<file path="src/rtl/xbm_pkg.sv">
package xbm_pkg;
  localparam int XBM_NBUF = 3;
  localparam int XBM_IW   = $clog2(XBM_NBUF);

  typedef logic [XBM_IW-1:0] xbm_idx_t;

  typedef enum logic [1:0] {
    XS_NONE     = 2'd0,
    XS_FRESH    = 2'd1,
    XS_CLEARED  = 2'd2,
    XS_REPLACED = 2'd3
  } xbm_stat_e;

  typedef struct packed {
    logic      swap_dn;
    logic      swap_nu;
    logic      nv_nxt;
    logic      nc_nxt;
    logic      uclr_load;
    logic      uclr_val;
    logic      zero;
    xbm_stat_e stat;
  } xbm_plan_t;
endpackage

</file>
<file path="src/rtl/xbm_roles.sv">
module xbm_roles
  import xbm_pkg::*;
(
  input  logic     clk,
  input  logic     rst_n,
  input  logic     swap_dn,
  input  logic     swap_nu,
  output xbm_idx_t idx_d,
  output xbm_idx_t idx_n,
  output xbm_idx_t idx_u
);
  xbm_idx_t d_q, n_q, u_q;
  xbm_idx_t d_mid, n_mid;
  xbm_idx_t d_nxt, n_nxt, u_nxt;

  // First stage: D<->N (bus side), second stage: N<->U (user side)
  always_comb begin
    d_mid = swap_dn ? n_q : d_q;
    n_mid = swap_dn ? d_q : n_q;
    d_nxt = d_mid;
    n_nxt = swap_nu ? u_q   : n_mid;
    u_nxt = swap_nu ? n_mid : u_q;
  end

  always_ff @(posedge clk or negedge rst_n) begin
    if (!rst_n) begin
      d_q <= xbm_idx_t'(0);
      n_q <= xbm_idx_t'(1);
      u_q <= xbm_idx_t'(2);
    end else begin
      d_q <= d_nxt;
      n_q <= n_nxt;
      u_q <= u_nxt;
    end
  end

  assign idx_d = d_q;
  assign idx_n = n_q;
  assign idx_u = u_q;

  // roles stay a permutation of the buffer set
  a_r2_distinct: assert property (@(posedge clk) disable iff (!rst_n)
    (d_q != n_q) && (n_q != u_q) && (d_q != u_q));
  a_r2_in_range: assert property (@(posedge clk) disable iff (!rst_n)
    (int'(d_q) < XBM_NBUF) && (int'(n_q) < XBM_NBUF) && (int'(u_q) < XBM_NBUF));
  // a lone bus-side swap leaves U alone and exchanges D and N
  a_r2_dn_pair: assert property (@(posedge clk) disable iff (!rst_n)
    (swap_dn && !swap_nu) |=> ($stable(u_q) && d_q == $past(n_q) && n_q == $past(d_q)));
  // a lone user-side swap leaves D alone
  a_r2_nu_pair: assert property (@(posedge clk) disable iff (!rst_n)
    (!swap_dn && swap_nu) |=> ($stable(d_q) && u_q == $past(n_q) && n_q == $past(u_q)));
  a_r2_hold: assert property (@(posedge clk) disable iff (!rst_n)
    (!swap_dn && !swap_nu) |=> ($stable(d_q) && $stable(n_q) && $stable(u_q)));
endmodule

</file>
<file path="src/rtl/xbm_sequencer.sv">
module xbm_sequencer
  import xbm_pkg::*;
#(
  parameter bit OUT_DIR   = 1'b1,
  parameter bit CLEARABLE = 1'b1
) (
  input  logic      clk,
  input  logic      rst_n,
  input  logic      bus_req,
  input  logic      user_req,
  input  logic      clear_req,
  output xbm_plan_t plan
);
  logic nvalid_q, ncleared_q;
  xbm_plan_t p_out, p_in;

  // Output direction: bus pushes D->N, user fetches N->U
  always_comb begin
    logic clr, push, nv_mid, nc_mid, ok;
    clr    = clear_req && CLEARABLE;
    push   = clr || bus_req;
    nv_mid = push || nvalid_q;
    nc_mid = push ? clr : ncleared_q;
    ok     = user_req && nv_mid;
    p_out.swap_dn   = push;
    p_out.swap_nu   = ok;
    p_out.nv_nxt    = ok ? 1'b0 : nv_mid;
    p_out.nc_nxt    = ok ? 1'b0 : nc_mid;
    p_out.uclr_load = ok;
    p_out.uclr_val  = nc_mid;
    p_out.zero      = clr;
    if (!ok)         p_out.stat = XS_NONE;
    else if (nc_mid) p_out.stat = XS_CLEARED;
    else             p_out.stat = XS_FRESH;
  end

  // Input direction: user commits U->N, bus pulls N->D when new
  always_comb begin
    logic pull, nv_mid;
    pull   = bus_req && nvalid_q;
    nv_mid = pull ? 1'b0 : nvalid_q;
    p_in.swap_dn   = pull;
    p_in.swap_nu   = user_req;
    p_in.nv_nxt    = user_req ? 1'b1 : nv_mid;
    p_in.nc_nxt    = 1'b0;
    p_in.uclr_load = 1'b0;
    p_in.uclr_val  = 1'b0;
    p_in.zero      = 1'b0;
    p_in.stat      = nv_mid ? XS_REPLACED : XS_FRESH;
  end

  always_comb plan = OUT_DIR ? p_out : p_in;

  always_ff @(posedge clk or negedge rst_n) begin
    if (!rst_n) begin
      nvalid_q   <= 1'b0;
      ncleared_q <= 1'b0;
    end else begin
      nvalid_q   <= plan.nv_nxt;
      ncleared_q <= plan.nc_nxt;
    end
  end

  // a bus pull never happens on an empty N (input direction)
  a_r9_pull_needs_new: assert property (@(posedge clk) disable iff (!rst_n)
    (!OUT_DIR && plan.swap_dn) |-> nvalid_q);
  // with nothing new and no push, a fetch never swaps
  a_r6_no_swap_empty: assert property (@(posedge clk) disable iff (!rst_n)
    (OUT_DIR && !nvalid_q && !bus_req && !clear_req) |-> !plan.swap_nu);
  // no clear activity where clearing is off
  a_r11_no_zero: assert property (@(posedge clk) disable iff (!rst_n)
    (!OUT_DIR || !CLEARABLE) |-> !plan.zero);
endmodule

</file>
<file path="src/rtl/xbm_status.sv">
module xbm_status
  import xbm_pkg::*;
(
  input  logic      clk,
  input  logic      rst_n,
  input  logic      user_req,
  input  xbm_plan_t plan,
  output logic      status_vld,
  output xbm_stat_e user_status,
  output logic      cleared_flag
);
  always_ff @(posedge clk or negedge rst_n) begin
    if (!rst_n) begin
      status_vld   <= 1'b0;
      user_status  <= XS_NONE;
      cleared_flag <= 1'b0;
    end else begin
      status_vld <= user_req;
      if (user_req)       user_status  <= plan.stat;
      if (plan.uclr_load) cleared_flag <= plan.uclr_val;
    end
  end

  // strobe only follows a user command
  a_r12_vld_follows: assert property (@(posedge clk) disable iff (!rst_n)
    status_vld |-> $past(user_req));
  // a cleared status is always accompanied by the cleared flag
  a_r5_flag_on_clear: assert property (@(posedge clk) disable iff (!rst_n)
    (status_vld && user_status == XS_CLEARED) |-> cleared_flag);
endmodule

</file>
<file path="src/rtl/xbm_rotator.sv">
module xbm_rotator
  import xbm_pkg::*;
#(
  parameter bit OUT_DIR   = 1'b1,
  parameter bit CLEARABLE = 1'b1
) (
  input  logic       clk,
  input  logic       rst_n,
  input  logic       bus_req,
  input  logic       user_req,
  input  logic       clear_req,
  output logic [1:0] idx_d,
  output logic [1:0] idx_n,
  output logic [1:0] idx_u,
  output logic       status_vld,
  output logic [1:0] user_status,
  output logic       cleared_flag,
  output logic       zero_req,
  output logic [1:0] zero_idx
);
  xbm_plan_t plan;
  xbm_stat_e stat_q;
  xbm_idx_t  d_i, n_i, u_i;

  xbm_sequencer #(.OUT_DIR(OUT_DIR), .CLEARABLE(CLEARABLE)) u_seq (
    .clk(clk), .rst_n(rst_n), .bus_req(bus_req), .user_req(user_req),
    .clear_req(clear_req), .plan(plan)
  );

  xbm_roles u_roles (
    .clk(clk), .rst_n(rst_n), .swap_dn(plan.swap_dn), .swap_nu(plan.swap_nu),
    .idx_d(d_i), .idx_n(n_i), .idx_u(u_i)
  );

  xbm_status u_stat (
    .clk(clk), .rst_n(rst_n), .user_req(user_req), .plan(plan),
    .status_vld(status_vld), .user_status(stat_q), .cleared_flag(cleared_flag)
  );

  assign idx_d       = d_i;
  assign idx_n       = n_i;
  assign idx_u       = u_i;
  assign user_status = stat_q;
  assign zero_req    = plan.zero;
  assign zero_idx    = d_i;

  // the zeroed buffer lands in N after a clear (no fetch in the same cycle)
  a_r4_zeroed_to_n: assert property (@(posedge clk) disable iff (!rst_n)
    (zero_req && !user_req) |=> (idx_n == $past(zero_idx)));
  // a no-data status leaves U where it was
  a_r6_none_keeps_u: assert property (@(posedge clk) disable iff (!rst_n)
    (status_vld && user_status == XS_NONE) |-> $stable(idx_u));
endmodule

</file>
<file path="config.mk">
export PLATFORM = sky130hd
export DESIGN_NAME = xbm_rotator
export DESIGN_NICKNAME = d
export VERILOG_FILES = /design/src/rtl/xbm_pkg.sv /design/src/rtl/xbm_roles.sv /design/src/rtl/xbm_sequencer.sv /design/src/rtl/xbm_status.sv /design/src/rtl/xbm_rotator.sv
export SDC_FILE = /design/constraint.sdc
export NUM_CORES = 1
export LEC_CHECK = 0
export ABC_AREA = 1
export CORE_MARGIN = 5
export CORE_UTILIZATION = 35
export DETAILED_ROUTE_END_ITERATION = 12
export HOLD_SLACK_MARGIN = 0.08
export RECOVER_POWER = 100
export SYNTH_ARGS = -nofsm -noshare
export SYNTH_HDL_FRONTEND = slang
export SYNTH_HIERARCHICAL = 1
export SYNTH_SLANG_ARGS = --single-unit
</file>
<file path="constraint.sdc">
create_clock -name clk -period 1.22 [get_ports clk]
set_clock_uncertainty 0.1 [all_clocks]
set_input_delay 0.183 -clock clk [delete_from_list [all_inputs] [get_ports clk]]
set_output_delay 0.183 -clock clk [all_outputs]
set_load 0.005 [all_outputs]
</file>
# Word-level counts from Yosys, hierarchy flattened
# Cells that the tools add are included.
[classes]
muxes = 7
n_reduce_logical = 3
[op_table]
columns = ["operator", "n"]
rows = [
  ["$mux 2", 4],
  ["$mux 1", 3],
  ["$logic_or 1x1->1", 2],
  ["$logic_and 1x1->1", 1],
]
[word_totals]
ff_bits = 12
inputBits = 5
output_inout_bits = 13
word_cells = 18

# Depth between registers and ports, before layout
# Gate-level depths: netlist (run 1).
[depth]
depth_word = 4
depth_mapped = 8
mapped_depth_nobuf = 7

# Modules after synthesis
# Netlist (run 1), hierarchy kept.
[by_module_without_submodules]
columns = ["module", "instances", "cells_per_inst", "area_per_inst_um2", "seq_area_each_um2"]
rows = [
  ["xbm_roles", 1, 32, 257.7, 152.6],
  ["xbm_status", 1, 15, 141.4, 100.1],
  ["xbm_sequencer", 1, 20, 133.9, 50.0],
  ["xbm_rotator", 1, 2, 15.0, 0.0],
]

# Worst setup path before layout (run 1)
# Ideal clock, no wire load.
[synth_timing]
path_type = "reg2reg"
from = "register u_seq.nvalid_q"
to = "register u_roles.n_q[1], in the netlist u_roles/idx_n[1]"
setup_ns = 0.065
arrival_time_ns = 0.927
t_required_ns = 1.055
slack_ns = 0.128
stages_incl_launch_ff = 9
path_buffers = 1
synth_period_minus_slack_ns = 1.092
cell_sequence = "dfrtp_1 -> inv_1 -> nand2_1 -> nand2_2 -> inv_1 -> buf_4 -> inv_1 -> nand3_1 -> nand2_1"
[synth_rtl]
columns = ["item", "line_no", "text"]
rows = [
  ["start, declared", "xbm_sequencer.sv:14", "logic nvalid_q, ncleared_q;"],
  ["start signal, assigned", "xbm_sequencer.sv:59", "nvalid_q <= plan.nv_nxt;"],
  ["end signal, assigned", "xbm_roles.sv:28", "n_q <= xbm_idx_t'(1);"],
  ["end signal, assigned", "xbm_roles.sv:32", "n_q <= n_nxt;"],
  ["end, declared", "xbm_roles.sv:12", "xbm_idx_t d_q, n_q, u_q;"],
]

# Worst setup path in the final report (run 1)
[layout_timing]
from = "register u_roles.u_q[1], in the netlist u_roles/idx_u[1]"
to = "output idx_u[1]"
[layout_rtl]
columns = ["item", "line_no", "text"]
rows = [
  ["start, declared", "xbm_roles.sv:12", ""],
  ["start signal, assigned", "xbm_roles.sv:29", "u_q <= xbm_idx_t'(2);"],
  ["start signal, assigned", "xbm_roles.sv:33", "u_q <= u_nxt;"],
  ["end, declared", "xbm_rotator.sv:14", "output logic [1:0] idx_u,"],
]
# No word-level cell between the ends.

==> results of run 1 <==
[cell type report]
cell class              instances  area, µm²
repair buffers                 27      231.5
well taps                      16      20.02
inverters                      15      56.30
flip-flops and latches         12      302.8
clock buffers                   4      36.28
multi-input cells              38      156.4
fillers                       147      685.7
[synthesized netlist by cell type]
library cell and count:
nand2_1 26, inv_1 14, dfrtp_1 10, buf_4 4, nand3_1 4, dfstp_2 2
nand2_2 2, nor2_1 2, o21ai_0 2, a21oi_1 1, inv_2 1, nor2_2 1
[worst max-delay path by stage]
stage,end
final,idx_u[1]
after global routing,idx_d[1]
after CTS,idx_n[1]
after detailed placement,u_roles/idx_n[1]
after global placement,zero_req
after floorplan,u_roles/idx_n[1]
[timing repair]
item | in CTS | in global routing
endpoints found under the hold margin | 0 | 0
buffers inserted | 4 | 1
setup endpoints to repair | 14 | 11
resized for setup | 26 | 8
[power groups by stage]
stage | clock [µW] | combinational, µW | sequential [µW]
after detailed placement | 0 | 302 | 505
after floorplan | 0 | 115 | 510
final | 310 | 316 | 492
after global routing | 340 | 354 | 503
after global placement | 0 | 301 | 501
after CTS | 323 | 299 | 489
[logic make-up after synthesis]
kind of cell / synth area share [%]
and+or+nand+nor: 26.26
DFF: 55.25
buffers and inverters: 15.75
AOI/OAI and AO/OA: 2.739
[layer usage]
metal	vias to the layer above	track usage [%]	wire (µm)	part of all wire, %
li1	248	-	-	-
met1	192	10.53	476	46
met2	9	14.19	508	49
met3	0	4.819	57	5.5
met4	0	1.310	0	0
met5	-	0	0	0
[sequential cells by signal, indices dropped and copies added, names as in the netlist]
register / count
u_roles/idx_d: 2
u_roles/idx_n: 2
u_roles/idx_u: 2
u_seq/ncleared_q: 1
u_seq/nvalid_q: 1
u_stat/cleared_flag: 1
u_stat/status_vld: 1
u_stat/user_status: 2
[through the flow]
stage                     setup WS [ns]  util, %  instance area [µm²]
final                           0.03605    53.95                803.3
after global routing           -0.01053    53.95                803.3
after CTS                      0.005800    52.94                788.3
after detailed placement        -0.3153    50.08                745.7
after global placement          -0.2733    50.08                745.7
after floorplan                  0.1277        -                548.0
==> impl_metrics.env, run 1 <==
export IMPL_outcome="finished, final reports clean"
export IMPL_syn_avg_cell_area_um2=7.942
export IMPL_worstHoldEndpoint="u_seq/nvalid_q"
export IMPL_synth_cell_type_count=12
export IMPL_intPower_uw=826.8
export IMPL_cts_hold_buf=0
export IMPL_grt_pass1_vias=423
export IMPL_io_pins=18
export IMPL_r2r_slack_ns=0.09
export IMPL_r2r_start="u_roles/idx_n[0]"
export IMPL_grt_pass1_wl_um=1697
export IMPL_overflow=0
export IMPL_hold_path_class="in2reg"
export IMPL_start_util_pct=36.81
export IMPL_hold_depth=3
export IMPL_setup_viol=0
export IMPL_timing_rr_end="u_roles/idx_u[0]"
export IMPL_first_pass_iters=4
export IMPL_period_minus_slack_ns=1.184
export IMPL_nets=102
export IMPL_clk_path_buf_depth=2
export IMPL_fmax_mhz=844.6
export IMPL_via_per_inst=4.009
export IMPL_synthCells=69
export IMPL_worst_r2r_cell_count=6
export IMPL_path_buf_inv=1
export IMPL_cp_end_kind="output pin"
export IMPL_cp_slowest_cell="dfstp_2"
export IMPL_vias=449
export IMPL_seq_power_share_pct=44.0
export IMPL_finalHoldViolations=0
export IMPL_synth_seq_cells=12
export IMPL_cp_start_kind="register"
export IMPL_route_detailed_drc=0
export IMPL_peakVddDrop_uv=694.4
export IMPL_totalPowerFinal_uw=1118
export IMPL_die_y_um=49.57
export IMPL_final_max_slew_violation_count=0
export IMPL_leakage_uw=0.0004630
export IMPL_routedWlPerCell_um=9.304
export IMPL_critPathRequiredTime_ns=0.94
export IMPL_area_growth_pct=46.58
export IMPL_rsz0062_at_grt="yes"
export IMPL_yosysTopAreaCell="dfrtp_1"
export IMPL_routabilityCongestion=0.7120
export IMPL_synth_area_top_cells="dfrtp_1 (46%), nand2_1 (18%), dfstp_2 (9.6%)"
export IMPL_final_setup_tns_ns=0
export IMPL_fin_crit_sh_pct=97.04
export IMPL_cts_sinks=12
export IMPL_power_density_nw_per_um2=1391
export IMPL_netlist_area_um2=548.0
export IMPL_numPlacedInstances=103
export IMPL_portBuffers=17
export IMPL_track_usage_pct=8.836
export IMPL_seq_area_frac_synth_pct=55.25
export IMPL_die_area_um2=2457
export IMPL_crit_path_max_fanout=2
export IMPL_antenna_cells=0
export IMPL_drive_above_1_share_pct=20.83
export IMPL_antenna_found_initial=0
export IMPL_swShare_pct=26.02
export IMPL_ctsRootBufferMaster="clkbuf_4"
export IMPL_core_area_um2=1489
export IMPL_cp_startpoint="u_roles/idx_u[1]"
export IMPL_synth_top_cell_area_share_pct=45.66
export IMPL_crit_chain="buf_6"
export IMPL_cp_top_family="flip-flops"
export IMPL_worst_pin_slew_ns=0.6467
export IMPL_syn_nets=74
export IMPL_drt_initial_drc_count=5
export IMPL_die_w_um=49.57
export IMPL_clk_pin_slew_ns=0.07
export IMPL_crit_type="reg2out"
export IMPL_slowest_delay_ns=0.54
export IMPL_final_cells=112
export IMPL_mostFrequentLayoutCells="nand2_1 (27), inv_1 (13), dfrtp_1 (10)"
export IMPL_numCtsBuffers=3
export IMPL_h_tree_depth=1
export IMPL_max_cap_viol_count=0
export IMPL_timing_hold_ws_ns=0.1805
export IMPL_clk_latency_ns=0.27
export IMPL_max_slew_margin_pct=56.89
export IMPL_p_sw_uw=290.8
export IMPL_yosys_warnings=6
export IMPL_crit_cells=1
export IMPL_wirelength_um=1042
export IMPL_grt_max_degree=13
export IMPL_min_from="clear_req"
export IMPL_dp_hpwl_um=798.7
export IMPL_cp_data_arrival_time_ns=0.90
export IMPL_rows=14
export IMPL_cts_tree="done"
export IMPL_pwr_share_clk_pct=27.7
export IMPL_final_common_cell="nand2_1"
export IMPL_power_frac_comb_pct=28.3
export IMPL_postRouteAntennaNets=0
(Power assumes the default switching activity.)
==> inputs of run 2 (changes only) <==
--- a/config.mk
+++ b/config.mk
@@ -6,7 +6,6 @@
 export NUM_CORES = 1
 export LEC_CHECK = 0
 export ABC_AREA = 1
-export CORE_MARGIN = 5
 export CORE_UTILIZATION = 35
 export DETAILED_ROUTE_END_ITERATION = 12
 export HOLD_SLACK_MARGIN = 0.08
==> impl_metrics.env, run 2 (synthesized netlist as in run 1, its figures left out) <==
export IMPL_setup_viol=0
export IMPL_first_pass_iters=3
export IMPL_grt_pass1_vias=417
export IMPL_final_cells=111
export IMPL_postRouteAntennaNets=0
export IMPL_worst_pin_slew_ns=0.6450
export IMPL_cp_start_kind="register"
export IMPL_vias=460
export IMPL_drt_initial_drc_count=3
export IMPL_clk_pin_slew_ns=0.08
export IMPL_clk_latency_ns=0.27
export IMPL_peakVddDrop_uv=732.5
export IMPL_h_tree_depth=1
export IMPL_nets=102
export IMPL_track_usage_pct=13.93
export IMPL_overflow=0
export IMPL_fin_crit_sh_pct=96.92
export IMPL_crit_type="reg2out"
export IMPL_leakage_uw=0.0004505
export IMPL_power_density_nw_per_um2=1341
export IMPL_path_buf_inv=1
export IMPL_numCtsBuffers=3
export IMPL_intPower_uw=755.9
export IMPL_die_y_um=41.57
export IMPL_critPathRequiredTime_ns=0.94
export IMPL_die_w_um=41.57
export IMPL_cp_data_arrival_time_ns=0.90
export IMPL_slowest_delay_ns=0.53
export IMPL_outcome="finished, final reports clean"
export IMPL_hold_path_class="in2reg"
export IMPL_grt_pass1_wl_um=1759
export IMPL_mostFrequentLayoutCells="nand2_1 (27), inv_1 (13), dfrtp_1 (10)"
export IMPL_power_frac_comb_pct=28.5
export IMPL_fmax_mhz=845.7
export IMPL_routabilityCongestion=0.6625
export IMPL_max_slew_margin_pct=57.00
export IMPL_period_minus_slack_ns=1.182
export IMPL_dp_hpwl_um=720.7
export IMPL_p_sw_uw=287.3
export IMPL_drive_above_1_share_pct=21.88
export IMPL_final_max_slew_violation_count=0
export IMPL_max_cap_viol_count=0
export IMPL_timing_hold_ws_ns=0.2873
export IMPL_final_common_cell="nand2_1"
export IMPL_antenna_found_initial=0
export IMPL_crit_chain="buf_2"
export IMPL_swShare_pct=27.54
export IMPL_grt_max_degree=13
export IMPL_finalHoldViolations=0
export IMPL_start_util_pct=39.64
export IMPL_pwr_share_clk_pct=24.5
export IMPL_cts_sinks=12
export IMPL_rows=13
export IMPL_crit_path_max_fanout=2
export IMPL_die_area_um2=1728
export IMPL_seq_power_share_pct=47.1
export IMPL_clk_path_buf_depth=2
export IMPL_rsz0062_at_grt="no"
export IMPL_area_growth_pct=42.01
export IMPL_io_pins=18
export IMPL_cts_tree="done"
export IMPL_cp_slowest_cell="dfstp_2"
export IMPL_totalPowerFinal_uw=1043
export IMPL_via_per_inst=4.144
export IMPL_cp_top_family="flip-flops"
export IMPL_route_detailed_drc=0
export IMPL_cp_end_kind="output pin"
export IMPL_core_area_um2=1383
export IMPL_routedWlPerCell_um=9.207
export IMPL_numPlacedInstances=101
export IMPL_portBuffers=17
export IMPL_antenna_cells=0
export IMPL_cts_hold_buf=0
export IMPL_ctsRootBufferMaster="clkbuf_4"
export IMPL_wirelength_um=1022
## run 2: cell count changes in the layout (fill, tap and decap cells not counted), sizes merged
cell and change:
buf +2, clkbuf -1, clkdlybuf4s25 -1, dlygate4sd2 +1, dlymetal6s2s -1
## run 2: power by group through the flow
stage	Combinational [µW]	Sequential [µW]	Clock (µW)
finish	297	491	256
global route	331	499	291
CTS	293	487	265
global placement	284	502	0
detailed placement	288	504	0
floorplan	115	510	0
## run 2: metal layers
metal,up-vias,GRT usage [%],wire (µm)
li1,249,-,-
met1,195,16.53,496
met2,14,21.25,456
met3,2,5.652,55
met4,0,7.742,12
met5,-,0,0
## run 2: path summary, 6_finish.rpt
kind,start,endpoint,slack [ns],depth (start not counted)
setup / recovery,u_roles/idx_u[1],idx_u[1],0.04,1
hold / removal,clear_req,u_seq/nvalid_q,0.29,3
setup reg to reg,u_seq/nvalid_q,u_roles/idx_n[1],0.15,7
hold reg to reg,u_stat/cleared_flag,u_stat/cleared_flag,0.38,2
max in group asynchronous,rst_n,u_roles/idx_u[0],0.26,2
min in group asynchronous,rst_n,u_seq/nvalid_q,0.34,2
## run 2: timing repair
item,CTS,global route
resized for setup,25,9
setup endpoints to repair,14,11
setup buffers,5,2
cloned,0,0
hold endpoints to repair,0,0
## run 2: cell type report
| type | instances | area [µm²] |
|---|---|---|
| Fill cell | 136 | 604.3 |
| Sequential cell | 12 | 302.8 |
| Timing Repair Buffer | 27 | 217.7 |
| Multi-Input combinational cell | 38 | 156.4 |
| Inverter | 15 | 56.30 |
| Clock buffer | 4 | 26.28 |
| Tap cell | 15 | 18.77 |
## run 2: through the flow
step / TNS, ns / cell area, µm² / setup WS (ns) / utilization, %
2_1_floorplan: 0 / 548.0 / 0.1277 / -
3_3_place_gp: -2.145 / 737.0 / -0.2669 / 53.30
3_5_place_dp: -2.366 / 737.0 / -0.2928 / 53.30
4_1_cts: -0.03836 / 774.5 / -0.03836 / 56.02
5_1_grt: 0 / 778.2 / 0.002580 / 56.29
6_report: 0 / 778.2 / 0.03753 / 56.29
==> inputs of run 3 (changes only) <==
--- a/config.mk
+++ b/config.mk
@@ -6,6 +6,7 @@
 export NUM_CORES = 1
 export LEC_CHECK = 0
 export ABC_AREA = 1
+export CORE_MARGIN = 8
 export CORE_UTILIZATION = 35
 export DETAILED_ROUTE_END_ITERATION = 12
 export HOLD_SLACK_MARGIN = 0.08
==> impl_metrics.env, run 3 (synthesized netlist as in run 1, its figures left out) <==
export IMPL_outcome="finished, final reports clean"
export IMPL_mostFrequentLayoutCells="nand2_1 (27), inv_1 (13), dfrtp_1 (10)"
export IMPL_hold_path_class="in2reg"
export IMPL_fin_crit_sh_pct=97.13
export IMPL_cts_tree="done"
export IMPL_clk_path_buf_depth=2
export IMPL_path_buf_inv=1
export IMPL_track_usage_pct=7.272
export IMPL_ctsRootBufferMaster="clkbuf_4"
export IMPL_worstHoldEndpoint="u_seq/nvalid_q"
export IMPL_antenna_found_initial=0
export IMPL_final_cells=113
export IMPL_cp_top_family="flip-flops"
export IMPL_vias=465
export IMPL_start_util_pct=36.81
export IMPL_cp_start_kind="register"
export IMPL_numPlacedInstances=103
export IMPL_hold_depth=3
export IMPL_cts_sinks=12
export IMPL_post_dp_cell_area_um2=745.7
export IMPL_overflow=0
export IMPL_die_y_um=55.57
export IMPL_finalHoldViolations=0
export IMPL_peakVddDrop_uv=633.7
export IMPL_leakage_uw=0.0004699
export IMPL_io_pins=18
export IMPL_crit_chain="buf_6"
export IMPL_drt_initial_drc_count=10
export IMPL_timing_hold_ws_ns=0.1438
export IMPL_final_max_slew_violation_count=0
export IMPL_worst_pin_slew_ns=0.6315
export IMPL_final_setup_tns_ns=0
export IMPL_nets=103
export IMPL_grt_max_degree=13
export IMPL_power_density_nw_per_um2=1324
export IMPL_r2r_start="u_roles/idx_d[1]"
export IMPL_critPathRequiredTime_ns=0.94
export IMPL_core_area_um2=1489
export IMPL_fillCellCount=128
export IMPL_route_detailed_drc=0
export IMPL_period_minus_slack_ns=1.185
export IMPL_numCtsBuffers=3
export IMPL_drive_above_1_share_pct=20.62
export IMPL_portBuffers=17
export IMPL_cp_end_kind="output pin"
export IMPL_setup_viol=0
export IMPL_routabilityCongestion=0.6784
export IMPL_final_common_cell="nand2_1"
export IMPL_grt_pass1_vias=440
export IMPL_area_growth_pct=45.89
export IMPL_cp_data_arrival_time_ns=0.90
export IMPL_die_w_um=55.57
export IMPL_worst_r2r_cell_count=6
export IMPL_slowest_delay_ns=0.54
export IMPL_max_cap_viol_count=0
export IMPL_antenna_cells=0
export IMPL_die_area_um2=3088
export IMPL_postRouteAntennaNets=0
export IMPL_crit_type="reg2out"
export IMPL_clk_pin_slew_ns=0.08
export IMPL_clk_latency_ns=0.27
export IMPL_fin_area_um2=799.5
export IMPL_max_slew_margin_pct=57.90
export IMPL_r2r_slack_ns=0.15
export IMPL_cts_hold_buf=0
export IMPL_dp_hpwl_um=809.7
export IMPL_routedWlPerCell_um=9.743
export IMPL_cp_slowest_cell="dfstp_2"
export IMPL_rows=14
export IMPL_first_pass_iters=4
export IMPL_fmax_mhz=843.9
export IMPL_timing_rr_end="u_roles/idx_n[1]"
export IMPL_rsz0062_at_grt="no"
export IMPL_via_per_inst=4.115
export IMPL_min_from="bus_req"
export IMPL_h_tree_depth=1
export IMPL_crit_path_max_fanout=2
export IMPL_grt_pass1_wl_um=1876
export IMPL_wirelength_um=1101
-- run 3: cell types whose count changed in the layout (fill, tap and decap cells not counted), sizes merged --
cell	previous run	this run
clkdlybuf4s25	0	1
clkbuf	7	8
clkdlybuf4s50	1	0
dlygate4sd2	3	2
dlymetal6s2s	0	2
buf	11	10
-- run 3: worst max-delay path by stage --
| stage | startpoint | end | depth (start not counted) |
|---|---|---|---|
| after global placement | clear_req | zero_req | 2 |
| after CTS | u_roles/idx_d[1] | zero_idx[1] | 2 |
| after floorplan | u_seq/nvalid_q | u_roles/idx_n[1] | 8 |
| after global routing | u_roles/idx_n[0] | idx_n[0] | 1 |
| after detailed placement | clear_req | u_roles/idx_n[1] | 8 |
| final | u_roles/idx_n[0] | idx_n[0] | 1 |
-- run 3: timing repair --
item	4_1_cts	5_1_grt
pin swaps	0	1
endpoints found under the setup margin	13	11
cloned	0	0
gates resized for setup	23	11
setup buffers	4	2
-- run 3: per-stage QoR --
step	total power [µW]	util [%]	setup WS, ns
3_5_place_dp	807.4	50.08	-0.2809
6_report	1059	53.70	0.03502
4_1_cts	1060	52.61	-0.03583
2_1_floorplan	625.0	-	0.1277
5_1_grt	1129	53.70	0.005691
3_3_place_gp	802.2	50.08	-0.2696
-- run 3: routing by layer --
layer  wire (µm)  GRT usage (%)  vias up
li1            -              -      253
met1         501          8.322      200
met2         515          11.38       10
met3          67          2.511        2
met4          16          4.225        0
met5           0              0        -
-- run 3: layout make-up --
type	count	area, µm²	share of cell area (%)
inverters	15	56.30	7.042
clock buffers	4	26.28	3.286
flip-flops and latches	12	302.8	37.87
well taps	16	20.02	2.504
repair buffers	28	237.7	29.73
multi-input cells	38	156.4	19.56
-- run 3: power breakdown --
group / switching, µW / internal (µW)
registers: 28.0 / 463
logic: 132 / 178
clock network: 131 / 127
total: 292 / 767
